## src/rtl/ddrpat_pkg.sv

```systemverilog
package ddrpat_pkg;

  // Which clock edge a lane advances on.
  typedef enum logic {
    LANE_RISE = 1'b0,
    LANE_FALL = 1'b1
  } lane_edge_e;

endpackage

```

## src/rtl/ddrpat_rst_sync.sv

```systemverilog
// Two-stage reset synchronizer: assertion is asynchronous, release is
// aligned to a rising clock edge.
module ddrpat_rst_sync #(
  parameter int STAGES = 2
) (
  input  logic clk,
  input  logic rst_n,
  output logic rst_sync_n
);

  logic [STAGES-1:0] chain_q;
  logic [STAGES-1:0] chain_d;

  always_comb begin
    chain_d = {chain_q[STAGES-2:0], 1'b1};
  end

  always_ff @(posedge clk or negedge rst_n) begin
    if (!rst_n) begin
      chain_q <= '0;
    end else begin
      chain_q <= chain_d;
    end
  end

  assign rst_sync_n = chain_q[STAGES-1];

endmodule

```

## src/rtl/ddrpat_seq.sv

```systemverilog
// Start-up sequencer. The falling-edge lane is armed one rising edge after
// the reset release. The rising-edge lane is armed by the first falling
// advance, so the first bit after the hold always comes from a falling edge.
module ddrpat_seq (
  input  logic clk,
  input  logic rst_sync_n,
  output logic fall_en,
  output logic rise_en
);

  logic run_q, run_d;
  logic live_q, live_d;

  always_comb begin
    run_d  = 1'b1;
    live_d = live_q | run_q;
  end

  always_ff @(posedge clk or negedge rst_sync_n) begin
    if (!rst_sync_n) begin
      run_q <= 1'b0;
    end else begin
      run_q <= run_d;
    end
  end

  always_ff @(negedge clk or negedge rst_sync_n) begin
    if (!rst_sync_n) begin
      live_q <= 1'b0;
    end else begin
      live_q <= live_d;
    end
  end

  assign fall_en = run_q;
  assign rise_en = live_q;

endmodule

```

## src/rtl/ddrpat_lane.sv

```systemverilog
// One half of the pattern: a rotating register of every other bit and the
// phase flop that feeds one input of the output XOR.
module ddrpat_lane #(
  parameter int                     PAT_LEN = 6,
  parameter logic [PAT_LEN-1:0]     PATTERN = 6'b011001,
  parameter ddrpat_pkg::lane_edge_e EDGE    = ddrpat_pkg::LANE_RISE
) (
  input  logic clk,
  input  logic rst_n,
  input  logic en,
  input  logic partner_q,
  output logic phase_q
);
  import ddrpat_pkg::*;

  localparam int HALF = PAT_LEN / 2;

  // Rising lane: bit 0 is already on show at reset, so its queue starts at
  // index 2. Falling lane: its queue starts at index 1.
  function automatic logic [HALF-1:0] seed_of();
    logic [HALF-1:0] s;
    for (int i = 0; i < HALF; i++) begin
      if (EDGE == LANE_FALL) s[i] = PATTERN[2*i+1];
      else                   s[i] = PATTERN[(2*i+2) % PAT_LEN];
    end
    return s;
  endfunction

  localparam logic [HALF-1:0] SEED      = seed_of();
  localparam logic            PHASE_RST = (EDGE == LANE_RISE) ? PATTERN[0] : 1'b0;

  logic [HALF-1:0] bits_q, bits_d, bits_rot;
  logic            phase_d;

  generate
    if (HALF == 1) begin : g_rot_single
      assign bits_rot = bits_q;
    end else begin : g_rot_multi
      assign bits_rot = {bits_q[0], bits_q[HALF-1:1]};
    end
  endgenerate

  // Flip only when the coming bit differs from what the XOR shows now.
  always_comb begin
    bits_d  = bits_q;
    phase_d = phase_q;
    if (en) begin
      bits_d  = bits_rot;
      phase_d = bits_q[0] ^ partner_q;
    end
  end

  generate
    if (EDGE == LANE_RISE) begin : g_rise
      always_ff @(posedge clk or negedge rst_n) begin
        if (!rst_n) begin
          bits_q  <= SEED;
          phase_q <= PHASE_RST;
        end else begin
          bits_q  <= bits_d;
          phase_q <= phase_d;
        end
      end
    end else begin : g_fall
      always_ff @(negedge clk or negedge rst_n) begin
        if (!rst_n) begin
          bits_q  <= SEED;
          phase_q <= PHASE_RST;
        end else begin
          bits_q  <= bits_d;
          phase_q <= phase_d;
        end
      end
    end
  endgenerate

endmodule

```

## src/rtl/ddrpat_gen.sv

```systemverilog
module ddrpat_gen #(
  parameter int                 PAT_LEN = 6,
  parameter logic [PAT_LEN-1:0] PATTERN = 6'b011001
) (
  input  logic clk,
  input  logic rst_n,
  output logic pat_out
);
  import ddrpat_pkg::*;

  generate
    if ((PAT_LEN < 2) || (PAT_LEN % 2 != 0)) begin : g_bad_len
      $error("ddrpat_gen: PAT_LEN must be even and at least 2");
    end
  endgenerate

  logic rst_sync_n;
  logic fall_en, rise_en;
  logic rise_q, fall_q;

  ddrpat_rst_sync #(.STAGES(2)) u_rst (
    .clk        (clk),
    .rst_n      (rst_n),
    .rst_sync_n (rst_sync_n)
  );

  ddrpat_seq u_seq (
    .clk        (clk),
    .rst_sync_n (rst_sync_n),
    .fall_en    (fall_en),
    .rise_en    (rise_en)
  );

  ddrpat_lane #(.PAT_LEN(PAT_LEN), .PATTERN(PATTERN), .EDGE(LANE_RISE)) u_even (
    .clk       (clk),
    .rst_n     (rst_sync_n),
    .en        (rise_en),
    .partner_q (fall_q),
    .phase_q   (rise_q)
  );

  ddrpat_lane #(.PAT_LEN(PAT_LEN), .PATTERN(PATTERN), .EDGE(LANE_FALL)) u_odd (
    .clk       (clk),
    .rst_n     (rst_sync_n),
    .en        (fall_en),
    .partner_q (rise_q),
    .phase_q   (fall_q)
  );

  // Only one XOR input can move at any edge, so the output cannot glitch.
  assign pat_out = rise_q ^ fall_q;

endmodule

```

## config.mk

```make
export PLATFORM = sky130hd
export DESIGN_NAME = ddrpat_gen
export DESIGN_NICKNAME = d
export VERILOG_FILES = /design/src/rtl/ddrpat_pkg.sv /design/src/rtl/ddrpat_rst_sync.sv /design/src/rtl/ddrpat_seq.sv /design/src/rtl/ddrpat_lane.sv /design/src/rtl/ddrpat_gen.sv
export SDC_FILE = /design/constraint.sdc
export NUM_CORES = 1
export LEC_CHECK = 0
export CELL_PAD_IN_SITES_DETAIL_PLACEMENT = 0
export CELL_PAD_IN_SITES_GLOBAL_PLACEMENT = 1
export CORE_AREA = 2 2 39 41
export DETAILED_ROUTE_END_ITERATION = 8
export DIE_AREA = 0 0 41 43
export GPL_TIMING_DRIVEN = 0
export PLACE_DENSITY_LB_ADDON = 0.1
export SLEW_MARGIN = 10
export SYNTH_ARGS = -nofsm -noshare
export SYNTH_HDL_FRONTEND = slang
export SYNTH_SLANG_ARGS = --single-unit
export TNS_END_PERCENT = 10
```

## constraint.sdc

```tcl
create_clock -name clk -period 1 [get_ports clk]
set_clock_uncertainty 0.15 [all_clocks]
set_input_delay 0.15 -clock clk [delete_from_list [all_inputs] [get_ports clk]]
set_output_delay 0.15 -clock clk [all_outputs]
set_load 0.05 [all_outputs]
```

Word level (Yosys, flattened, before mapping). Cells that the tools add are included.

Bitwise operators: 4.

Operator list (number): $xor 1x1->1 (3); $or 1x1->1 (1).

Bits in registers: 12. Output and inout bits: 1. Word-level logic and storage cells: 11.

Depth between registers and ports, before layout. Gate-level depths: netlist of the first run.

Depth in word-level cells: 1. Depth in mapped cells: 2. Mapped depth without buffers: 2.

Hierarchy. From an unflattened synthesis of the first run, not the netlist that was laid out.

Cells, all modules: 29. Area total of the unflattened synthesis: 434.2 um^2.

Modules (own cells, without submodules): ddrpat_lane at u_odd (area each 156.4 um^2, seq. area each 101.3 um^2, cells an instance 11, instances 1); ddrpat_lane at u_even (area each 155.1 um^2, seq. area each 103.8 um^2, cells an instance 10, instances 1); ddrpat_seq (area each 60.1 um^2, seq. area each 50.0 um^2, cells an instance 4, instances 1); ddrpat_rst_sync (area each 53.8 um^2, seq. area each 50.0 um^2, cells an instance 3, instances 1); ddrpat_gen (area each 8.8 um^2, seq. area each 0.0 um^2, cells an instance 1, instances 1).

==> impl_metrics.py, run 1 <==
metrics = {
    "outcome": {
        "run_status": "finished, violations left",
        "violations": "negative hold slack, negative setup slack",
    },
    "power": {
        "p_leak_nw": 0.240,
        "vdd_drop_max_v": 0.000767,
        "p_total_mw": 0.996,
        "p_per_area_mw_per_mm2": 1810,
    },
    "grt": {
        "grt_pass1_wl_mm": 1.08,
        "grt_pass1_vias": 252,
        "grt_max_degree": 11,
        "grt_overflow": 0,
        "busiest_layer": "met2",
        "antenna_found_initial": 0,
        "use_met2_pct": 14.7,
        "grt_use_met1_pct": 10.6,
        "met3_usage_pct": 4.71,
        "grt_usage_pct": 10.4,
    },
    "worst_setup_path": {
        "cp-end-kind": "primary output",
        "rr_worst_depth": 1,
        "start_kind": "flop",
        "worstSetupPathType": "flop to primary output",
        "required_ps": 700,
        "r2r_slack_ps": -630,
        "worstPathMaxFanout": 2,
        "arrival_ps": 1590,
    },
    "route": {
        "dr.pass1.iters": 2,
        "routedWlPerCell_um": 11.2,
        "via_per_inst": 4.21,
        "drc_errors": 0,
        "routed_wirelength_um": 596,
        "ant_nets": 0,
        "routed-via-count": 223,
        "first_iter_violations": 5,
    },
    "clocking": {
        "clock-sinks": 12,
        "cts_root_buf": "clkbuf_4",
        "numCtsBuffers": 3,
        "cts_buffer_depth": 2,
        "cts_max_level": 1,
        "ctsHoldBuffers": 1,
        "cts_tree": "done",
        "clock_latency_ps": 320,
        "clk_pin_slew_ps": 70,
    },
    "finish": {
        "area_growth_syn_to_layout_pct": 27.9,
        "multiInputGateArea_um2": 154,
        "nets": 40,
        "drive_above_1_share_pct": 51.4,
        "fillers": 129,
        "final-seq-area_um2": 308,
        "post-route-util_pct": 39.8,
        "diodes": 0,
    },
    "job": {
        "cap_viol_max_count": 0,
    },
    "yosys": {
        "synth_cells": 28,
        "postSynthAreaPerCell_um2": 15.4,
        "syn_area_um2": 430,
        "yosysUniqueCellTypes": 11,
        "synth-seq-cells": 12,
        "ys_seq_area_share_pct": 70.9,
        "yosysWarnings": 0,
    },
    "floorplan": {
        "die_h_um": 43,
        "start_util_pct": 31.1,
        "dieWidth_um": 41,
        "num_rows": 14,
        "ios": 3,
        "die-area_mm2": 0.00176,
        "coreArea_mm2": 0.00138,
    },
    "timing": {
        "final-setup-viol-count": 10,
        "whs_ps": -31.3,
        "finalHoldViolCount": 2,
        "rsz0062_at_grt": "yes",
        "setup_ws_ps": -894,
        "maxSlewViolCount": 0,
    },
    "place": {
        "portBuffers": 2,
        "dp_hpwl_um": 399,
        "place_congestion": 0.563,
    },
    "hold_path": {
        "min_path_type": "flop to asynchronous set/reset pin",
    },
}
[routing by layer]
| layer | share of wire [%] | vias up | wire length, µm |
|---|---|---|---|
| met4 | 0.84 | 0 | 5 |
| met1 | 38 | 111 | 229 |
| met5 | 0 | - | 0 |
| li1 | - | 108 | - |
| met3 | 2.7 | 2 | 16 |
| met2 | 58 | 2 | 344 |
[what timing repair did]
item	CTS	global route
setup endpoints to repair	15	10
buffers inserted	1	0
gates resized for setup	11	1
hold endpoints to repair	4	2
pin swaps	2	0
[cells in the mapped netlist]
library cell | number | area share, %
a21oi_1 | 2 | 2.3
conb_1 | 1 | 0.87
dfrtn_1 | 4 | 23
dfrtp_1 | 4 | 23
dfstp_2 | 4 | 24
inv_1 | 1 | 0.87
mux2_2 | 6 | 16
nor2_1 | 2 | 1.7
or2_2 | 1 | 1.5
xnor2_1 | 2 | 4.1
xor2_1 | 1 | 2.0
[critical path, cell delays in order (launching register included)]
cell and delay [ps]:
dfrtn_1 490, xor2_4 160, buf_6 170
[sequential cells by signal, summed over array words and instances, names as in the netlist]
| register | flops |
|---|---|
| u_even.bits_q | 3 |
| u_seq.fall_en | 1 |
| u_rst.chain_q | 2 |
| u_even.phase_q | 1 |
| u_seq.rise_en | 1 |
| u_odd.bits_q | 3 |
| u_odd.phase_q | 1 |
[stage by stage]
step	cell area [µm²]	TNS (ps)	worst slack, ps	hold slack [ps]	instances
final	551	-5950	-894	-31.3	53
after global routing	551	-6320	-956	-8.16	53
after CTS	547	-5990	-892	-24.9	53
after detailed placement	493	-6750	-1260	17.5	47
after global placement	493	-6460	-1260	5.02	47
after floorplan	453	-5420	-656	-296	29
[where the power goes]
group | total [mW] | switching (mW) | internal (mW)
clock network | 0.301 | 0.152 | 0.149
registers | 0.551 | 0.0377 | 0.513
logic | 0.144 | 0.0734 | 0.0704
[layout make-up]
class / instances / share of cell area, %
sequential: 12 / 55.9
clock buffer: 3 / 4.09
tap: 16 / 3.64
clock inverter: 2 / 1.36
timing repair buffer: 4 / 7.05
multi-input combinational: 16 / 28.0
[kinds of logic (layout without fill, tap and decap cells)]
group                  Yosys count  count (layout)  share of synthesized area, %
AO/OA/AOI/OAI                    2               2                          2.33
XOR/XNOR                         3               3                          6.11
buffers and inverters            1               9                         0.871
flip-flops                      12              12                          70.9
multiplexers                     6               6                          15.7
other                            1               2                         0.871
AND/OR/NAND/NOR                  3               3                          3.20
[layout by cell type (no fill, tap or decap), drive strengths merged]
cell           instances
inv                    1
clkinv                 1
xor2                   1
dlygate4sd3            1
xnor2                  2
mux2                   6
a21oi                  2
dfstp                  4
nor2                   2
clkdlybuf4s50          1
or2                    1
dfrtp                  4
buf                    2
clkbuf                 3
dfrtn                  4
conb                   2
[path summary, 6_finish.rpt]
kind                                  start               end
max in group asynchronous  u_rst.chain_q[1]   u_odd.bits_q[1]
setup reg to reg              u_seq.rise_en  u_even.bits_q[0]
hold reg to reg            u_rst.chain_q[1]  u_even.bits_q[0]
setup / recovery              u_odd.phase_q           pat_out
hold / removal             u_rst.chain_q[1]  u_even.bits_q[0]
min in group clk           u_rst.chain_q[0]  u_rst.chain_q[1]
No activity file was read; power rests on OpenSTA's default activity.
==> run 2, diff against run 1 <==
ABC_AREA = 1   (was default)
==> impl_metrics.py, run 2 <==
metrics = {
    "worst_setup_path": {
        "worstPathMaxFanout": 2,
        "worstSetupPathType": "flop to primary output",
        "rr_worst_depth": 6,
        "r2r-start": "u_odd.phase_q",
        "r2r_slack_ps": -650,
        "arrival_ps": 1580,
        "rr_endpoint": "u_even.phase_q",
        "required_ps": 700,
        "cp-end-kind": "primary output",
        "start_kind": "flop",
    },
    "finish": {
        "diodes": 0,
        "area_growth_syn_to_layout_pct": 27.0,
        "final_cell_mix": "nand2_1 (15), inv_1 (5), dfstp_2 (4), dfrtn_1 (4)",
        "finalInstanceArea_um2": 577,
        "top_regs": "u_even.bits_q x3, u_odd.bits_q x3, u_rst.chain_q x2",
        "nets": 59,
        "drive_above_1_share_pct": 35.7,
        "layout_commonest_cell": "nand2_1",
    },
    "clocking": {
        "cts_tree": "done",
        "ctsHoldBuffers": 1,
        "cts_max_level": 1,
        "cts_buffer_depth": 2,
        "numCtsBuffers": 3,
        "clk_pin_slew_ps": 70,
        "clock-sinks": 12,
        "cts_root_buf": "clkbuf_4",
        "clock_latency_ps": 320,
    },
    "floorplan": {
        "coreArea_mm2": 0.00138,
        "ios": 3,
        "die-area_mm2": 0.00176,
        "start_util_pct": 32.8,
        "die_h_um": 43,
        "dieWidth_um": 41,
        "num_rows": 14,
    },
    "yosys": {
        "synth-adder-area-share_pct": 0,
        "synth_top_area_cell": "dfstp_2",
        "yosysUniqueCellTypes": 11,
        "synth_cells": 46,
        "yosys-top-cells-count": "nand2_1 (17), inv_1 (5), dfrtn_1 (4), dfrtp_1 (4), dfstp_2 (4)",
        "ys_top_cells_by_area": "dfstp_2 (23%), dfrtn_1 (22%), dfrtp_1 (22%), nand2_1 (14%), inv_1 (4.1%)",
        "ys_seq_area_share_pct": 67.2,
        "synth_edf_count": 0,
        "muxShareOfSynthArea_pct": 0,
        "synth_compound_area_share_pct": 7.16,
        "yosysWarnings": 0,
        "synth-simple-area-share_pct": 16.3,
        "synth_xor_area_share_pct": 1.93,
        "synth-seq-cells": 12,
        "synth_top_flop_cell": "dfstp_2",
        "yosysMostFrequentCell": "nand2_1",
        "postSynthAreaPerCell_um2": 9.87,
        "yosysTopAreaCellShare_pct": 23.1,
        "synth_top_family_by_area": "simple AND/OR/NAND/NOR gates",
        "syn_area_um2": 454,
        "synthArstFlopShare_pct": 100,
    },
    "power": {
        "vdd_drop_max_v": 0.000824,
        "p_leak_nw": 0.272,
        "p_per_area_mw_per_mm2": 2130,
        "p_total_mw": 1.23,
    },
    "outcome": {
        "violations": "negative hold slack, negative setup slack",
        "run_status": "finished, violations left",
    },
    "timing": {
        "maxSlewViolCount": 0,
        "final-setup-viol-count": 10,
        "finalHoldViolCount": 2,
        "whs_ps": -32.9,
        "rsz0062_at_grt": "yes",
        "fin_setup_tns_ps": -4740,
        "setup_ws_ps": -883,
    },
    "place": {
        "pre_cts_ws_ps": -1290,
        "placed_area_um2": 517,
        "place_congestion": 0.629,
        "portBuffers": 2,
        "dp_hpwl_um": 464,
    },
    "grt": {
        "grt_usage_pct": 10.5,
        "grt_pass1_wl_mm": 1.14,
        "grt_overflow": 0,
        "grt_pass1_vias": 277,
        "grt_max_degree": 11,
        "antenna_found_initial": 0,
    },
    "route": {
        "drc_errors": 0,
        "ant_nets": 0,
        "routed-via-count": 305,
        "first_iter_violations": 4,
        "routedWlPerCell_um": 9.17,
        "via_per_inst": 4.24,
        "routed_wirelength_um": 660,
        "dr.pass1.iters": 3,
    },
    "hold_path": {
        "min_path_type": "flop to asynchronous set/reset pin",
    },
    "job": {
        "cap_viol_max_count": 0,
    },
}
-- run 2: cell types whose count changed in the layout (fill, tap and decap cells not counted), sizes merged, moves of 2 or more --
cell | previous run | this run
nand2 | 0 | 17
inv | 1 | 8
mux2 | 6 | 0
o21ai | 0 | 5
a21oi | 2 | 0
nand3 | 0 | 2
nor2 | 2 | 0
xnor2 | 2 | 0
-- run 2: routing by layer --
| layer | GRT usage, % | up-vias | wire length (µm) |
|---|---|---|---|
| met4 | 12.0 | 0 | 10 |
| li1 | - | 154 | - |
| met2 | 12.8 | 2 | 325 |
| met5 | 0 | - | 0 |
| met3 | 3.14 | 2 | 16 |
| met1 | 13.0 | 147 | 307 |
-- run 2: how the worst max path moves through the flow --
| stage | startpoint | endpoint | slack, ps | cells past startpoint |
|---|---|---|---|---|
| floorplan | u_odd.phase_q | pat_out | -670 | 1 |
| detailed placement | u_odd.phase_q | pat_out | -1290 | 2 |
| finish | u_odd.phase_q | pat_out | -880 | 2 |
| global route | u_odd.phase_q | pat_out | -920 | 2 |
| CTS | u_odd.phase_q | pat_out | -890 | 2 |
| global placement | u_odd.phase_q | pat_out | -1290 | 2 |
-- run 2: cells by family after synthesis --
group / Yosys count
and+or+nand+nor: 19
buffers and inverters: 8
DFF: 12
AOI/OAI and AO/OA: 5
other: 1
xor gates and xnor gates: 1
-- run 2: worst max-delay path, cell delays in order, from the launching register on --
cell and delay (ps):
dfrtn_1 490, xor2_4 160, buf_6 170
-- run 2: area by class of cell --
| class | instances | area (µm²) |
|---|---|---|
| well taps | 16 | 20.0 |
| clock buffers | 3 | 22.5 |
| inverters | 7 | 26.3 |
| repair buffers | 5 | 46.3 |
| clock inverters | 2 | 7.51 |
| multi-input cells | 27 | 146 |
| fillers | 142 | 807 |
| flip-flops and latches | 12 | 308 |
-- run 2: timing repair --
action	4_1_cts	5_1_grt
setup buffers	1	1
pin swaps	2	1
setup endpoints to repair	15	11
resized for setup	10	2
cloned	0	0
hold endpoints to repair	4	2
-- run 2: where the power goes --
group	switching (mW)	total, mW	internal, mW
logic	0.163	0.303	0.140
registers	0.0650	0.618	0.553
clock network	0.157	0.307	0.149
total	0.385	1.23	0.843
-- run 2: through the flow --
| step | util, % | std cells |
|---|---|---|
| 3_5_place_dp | 37.3 | 65 |
| 4_1_cts | 40.9 | 71 |
| 3_3_place_gp | 37.3 | 65 |
| 5_1_grt | 41.7 | 72 |
| 6_report | 41.7 | 72 |
| 2_1_floorplan | - | 47 |
==> run 3, diff against run 2 <==
ABC_AREA = default   (was 1)
==> results of run 3 <==
The final DEF is identical to that of run 1; final timing and power are the same.
